===== src/rtl/cmdwin_bridge.sv =====
module cmdwin_bridge #(
  parameter int HOLD = 1
) (
  input  logic        clk,
  input  logic        rst_n,
  input  logic        host_wr,
  input  logic [63:0] host_wdata,
  output logic [63:0] host_rdata,
  output logic        eng_wr,
  output logic        eng_rd,
  output logic        eng_rst,
  output logic [2:0]  eng_sel,
  output logic [7:0]  eng_wdata,
  input  logic [7:0]  eng_rdata
);

  localparam int CW = (HOLD < 1) ? 1 : $clog2(HOLD + 1);
  localparam int VLD_BIT = 63;
  localparam int DIR_BIT = 56;
  localparam logic [3:0] OP_HIGHP = 4'd4;
  localparam logic [3:0] OP_EXT   = 4'd6;

  logic [63:0]   word;
  logic [CW-1:0] hold_cnt;
  logic          busy, go, is_rd, sel_ok, is_rst;
  logic [3:0]    op;
  logic [2:0]    sub, sel;

  assign busy  = word[VLD_BIT];
  assign go    = busy && (hold_cnt == '0);
  assign op    = word[60:57];
  assign sub   = word[34:32];
  assign is_rd = word[DIR_BIT];

  always_comb begin
    sel_ok = 1'b0;
    is_rst = 1'b0;
    sel    = 3'd0;
    if (op == OP_HIGHP) begin
      sel_ok = 1'b1;
      sel    = 3'd4;
    end else if (op == OP_EXT) begin
      case (sub)
        3'd1: begin sel_ok = 1'b1; sel = 3'd0; end
        3'd2: begin sel_ok = 1'b1; sel = 3'd1; end
        3'd3: begin sel_ok = 1'b1; sel = is_rd ? 3'd3 : 3'd2; end
        3'd7: is_rst = 1'b1;
        default: ;
      endcase
    end
  end

  assign eng_wr     = go && sel_ok && !is_rd;
  assign eng_rd     = go && sel_ok && is_rd;
  assign eng_rst    = go && is_rst;
  assign eng_sel    = sel;
  assign eng_wdata  = word[7:0];
  assign host_rdata = word;

  always_ff @(posedge clk) begin
    if (!rst_n) begin
      word     <= '0;
      hold_cnt <= '0;
    end else if (go) begin
      word[VLD_BIT] <= 1'b0;
      if (is_rd) word[7:0] <= eng_rd ? eng_rdata : 8'h00;
    end else if (busy) begin
      hold_cnt <= hold_cnt - 1'b1;
    end else if (host_wr) begin
      word     <= host_wdata;
      hold_cnt <= CW'(HOLD);
    end
  end

endmodule



===== config.mk =====
export PLATFORM = sky130hd
export DESIGN_NAME = cmdwin_bridge
export DESIGN_NICKNAME = d
export VERILOG_FILES = /design/src/rtl/cmdwin_bridge.sv
export SDC_FILE = /design/constraint.sdc
export NUM_CORES = 1
export LEC_CHECK = 0
export BUFFER_PORTS_ARGS = -buffer_cell sky130_fd_sc_hd__buf_2
export CORE_MARGIN = 3
export CORE_UTILIZATION = 48
export CTS_BUF_LIST = sky130_fd_sc_hd__clkbuf_2 sky130_fd_sc_hd__clkbuf_4 sky130_fd_sc_hd__clkbuf_8
export DETAILED_ROUTE_END_ITERATION = 7
export GPL_TIMING_DRIVEN = 0
export HOLD_SLACK_MARGIN = 0.1
export PLACE_DENSITY = 0.88
export SYNTH_ARGS = -nofsm -noshare
export SYNTH_HDL_FRONTEND = slang
export SYNTH_SLANG_ARGS = --single-unit
export TNS_END_PERCENT = 30

===== constraint.sdc =====
create_clock -name clk -period 4.33 [get_ports clk]
set_clock_uncertainty 0.1 [all_clocks]
set_input_delay 0.866 -clock clk [delete_from_list [all_inputs] [get_ports clk]]
set_output_delay 0.866 -clock clk [all_outputs]
set_load 0.05 [all_outputs]

==> summary.md <==
| Metric | Value |
|---|---|
| Largest net degree at the start of global routing | `12` |
| Setup repair after global routing missed its margin | `no` |
| Post-CTS sizing | `0` |
| Number of buffers inserted by port buffering | `151` |
| Post-Synthesis Cell Area | `2519 um^2` |
| Combinational power share | `0.203` |
| Clock tree buffer depth | `2` |
| Static leakage | `~0.0018 uW` |
| Maximum level of the CTS H-tree | `3` |
| Met2 layer wire length in the routed design | `roughly 3800 um` |
| Clk root buf | `clkbuf_8` |
| Post-route met1 wirelength | `~3000 um` |
| Clock net sink count | `65` |
| Cell with the biggest individual delay on the critical path | `dfxtp_1` |
| Average wire per standard cell | `approximately 13 um` |
| Required @ worst endpoint | `roughly 3400 ps` |
| Insertion delay to the later sink of the worst-skew pair | `approximately 320 ps` |
| Filler Cells Inserted | `around 400` |
| CTS buffer count | `9` |
| Number of cells traversed by the worst hold path | `2` |
| Count of nets after finishing | `between 500 and 600` |
| Starting density of the core | `0.5162` |
| GRT Util Overall | `0.2438` |
| Worst relative slew slack | `0.6766` |
| Cell types with the largest area share after synthesis | `dfxtp_1 52%, nand2_1 18%, a21oi_1 11%` |
| Switch share | `0.2978` |
| Number of hold-repair buffers added at the cts stage | `0` |
| Post-synth net total | `392` |
| CP Launch Type | `flop` |
| Category of the worst setup path capture point | `output pin` |
| Total of warnings raised by yosys | `0` |
| Final-layout setup total negative slack | `0 ps` |
| Worst-path fanout max | `9` |
| Area of the die | `~6200 um^2` |
| Worst hold slack | `~350 ps` |
| Proportion of layout cells with a drive suffix above 1 | `0.4008` |
| Final period utilization | `0.6672` |
| Worst-margin pin slew | `slightly below 500 ps` |
| Reg-to-Reg Start | `host_rdata[63]$_SDFF_PP0_` |
| Part of the Yosys area used for sequential elements | `0.5166` |
| Reg-to-reg setup timing slack | `between 2000 and 3000 ps` |
| Number of distinct standard cells referenced by the synthesized netlist | `24` |
| Power Density | `443.8 nW/um^2` |
| Final weighted congestion in routability-driven placement | `~0.82` |
| Number of cell instances on the worst register-to-register path | `5` |
| Final Setup Violations | `0` |
| Worst path max stage delay | `around 440 ps` |
| Routed Antenna Nets | `0` |
| CTS tree | `built` |
| Die width | `78.44 um` |
| Arrival time at the worst endpoint | `1920 ps` |
| Global-route wire length before repair | `around 12000 um` |
| Clock network power share | `0.387` |
| Average footprint of a synthesized cell | `7.945 um^2` |
| Simple-gate portion of the synthesized area | `0.2365` |
| Met3 layer wire length in the routed design | `slightly above 500 um` |
| PnR worst setup slack | `about 1400 ps` |
| Violation count after the first detailed-route iteration | `92` |
| Total net switching power | `476.2 uW` |
| DRC errors left | `0` |
| Flip-flop and latch count after synthesis | `65` |
| Compound-cell area share of the yosys netlist | `0.1654` |
| CP Buf/Inv Count | `3` |
| Initial antenna violation count | `0` |
| Vias in the first global route | `2700` |
| Most frequent cells in the layout | `162 x buf_2, 119 x nand2_1, 65 x dfxtp_1` |
| Endpoint, Worst Hold | `host_rdata[51]$_SDFFE_PN0P_` |
| Cell-by-cell listing of the critical path | `nand3b_1 -> a211o_1 -> buf_6 -> inv_1 -> buf_2` |
| Dpl ws | `between 1500 and 2000 ps` |
| Hold Vio Cnt, Final | `0` |
| Final HPWL DP | `about 5500 um` |
| Fraction of post-synthesis cell area in the top cell type by area | `0.5166` |
| Number of placement rows | `25` |
| Count of buffers added by post-CTS timing repair for setup | `0` |
| Aggregate global routing overflow | `0` |
| I/O Pins | `around 150` |
| Crit path time final | `between 2000 and 3000 ps` |
| Number of instances in the synthesized netlist | `around 320` |
| Leading cell type in the layout, fill and taps excluded | `buf_2` |
| Uppermost layer routed | `met4` |
| ANT cells | `0` |
| Max-slew violation count | `0` |
| Dominant cell type by area after synthesis | `dfxtp_1` |
| Result of the run | `finished clean` |
| IR Drop Worst-Case VDD | `0.0002510 V` |
| XOR/XNOR share of the synthesized area | `0` |
| Core footprint | `between 4000 and 5000 um^2` |
| Multiplexer share of the synthesized area | `0` |
| Worst flop-to-flop path endpoint | `host_rdata[43]$_SDFFE_PN0P_` |
| Adder-cell share of the synthesized area | `0` |
| Total internal power | `1123 uW` |
| Worst path top cell family by delay | `flip-flops` |
| Via-to-Cell Ratio | `just under 5` |
| Max Freq | `346.1 MHz` |
| Area added between synthesis and finish | `43.02%` |
| Origin of the worst min-delay path | `host_rdata[51]$_SDFFE_PN0P_` |
| Min-delay worst type | `flop to flop` |
| Sequential share of power | `0.411` |
| Via count | `2735` |
| DRT Wirelength | `about 7400 um` |
| WS Path Type | `flop to output pin` |
| Clk slew on worst S/H paths | `~70 ps` |
| Main combinational cell family by area after synthesis | `simple AND/OR/NAND/NOR gates` |
| Vertical die dimension | `a little under 80 um` |
| Pre-antenna DRT Iters | `5` |
| Number of maximum-capacitance constraint violations | `0` |
[metrics by stage]
| stage | total power (uW) | util | cells | cell area [um^2] |
|---|---|---|---|---|
| 2_1_floorplan | 897.3 | - | 317 | 2520 |
| 3_5_place_dp | 993.3 | 0.6885 | 535 | 3359 |
| 6_report | 1599 | 0.7382 | 551 | 3602 |
| 5_1_grt | 1665 | 0.7382 | 551 | 3602 |
| 4_1_cts | 1609 | 0.7382 | 551 | 3602 |
| 3_3_place_gp | 987.2 | 0.6885 | 535 | 3359 |
[worst register-to-register path, delay by kind of cell (launching register included)]
family / cells / cell delay (ps)
compound gates: 1 / 160
buf+inv: 2 / 600
flops: 1 / 440
simple gates: 2 / 270
[sequential cells by signal (all words and copies together) (netlist names)]
signal and count:
host_rdata 64, hold_cnt 1
[how the worst max path moves through the flow]
stage | start | to | slack [ps] | cells past startpoint
finish | host_rdata[63]$_SDFF_PP0_ | eng_rd | 1440 | 5
floorplan | host_rdata[59]$_SDFFE_PN0P_ | eng_wr | -180 | 2
detailed placement | host_rdata[63]$_SDFF_PP0_ | eng_rd | 1780 | 5
global route | host_rdata[63]$_SDFF_PP0_ | eng_rd | 1290 | 5
CTS | host_rdata[63]$_SDFF_PP0_ | eng_rd | 1400 | 5
global placement | host_rdata[63]$_SDFF_PP0_ | eng_rd | 1800 | 5
[layout make-up]
cell class                      instances  area, um^2  share of cell area
Inverter                                5       18.77            0.005210
Tap cell                               67       83.83             0.02327
Clock buffer                           10       137.6             0.03821
Multi-Input combinational cell        215        1013              0.2813
Clock inverter                          6       105.1             0.02918
Sequential cell                        65        1301              0.3612
Timing Repair Buffer                  151       755.7              0.2098
Buffer                                 32       186.4             0.05175
[power by group through the flow]
stage	registers, uW	logic [uW]	clock network [uW]
after floorplan	790	108	0
after global placement	668	319	0
after detailed placement	669	324	0
after CTS	656	325	628
after global routing	661	346	658
final	656	324	618
[synthesized netlist by cell type]
cell / count
a31oi_1: 8
buf_1: 4
nand3b_1: 1
a21oi_1: 55
buf_6: 1
o22ai_1: 8
nand2_1: 119
clkbuf_1: 4
a211o_1: 1
or3_4: 1
inv_1: 5
nor3_2: 1
nor2_1: 4
a2111oi_0: 2
nor2b_1: 1
a22oi_1: 1
buf_4: 12
nor3_1: 1
and3b_1: 8
dfxtp_1: 65
buf_2: 11
nand2b_1: 2
or3b_4: 1
o21bai_1: 1
[cell families (layout without fill, tap and decap cells)]
logic type             count (synthesis)  count (layout)
AND/OR/NAND/NOR                      139             139
AO/OA/AOI/OAI                         76              76
flip-flops                            65              65
buffers and inverters                 37             204
[metal layers]
layer,global-route usage,vias to the layer above
li1,-,1361
met1,0.2769,1265
met2,0.4486,102
met3,0.05390,7
met4,0.08217,0
met5,0,-
No activity file was read; power rests on OpenSTA's default activity.
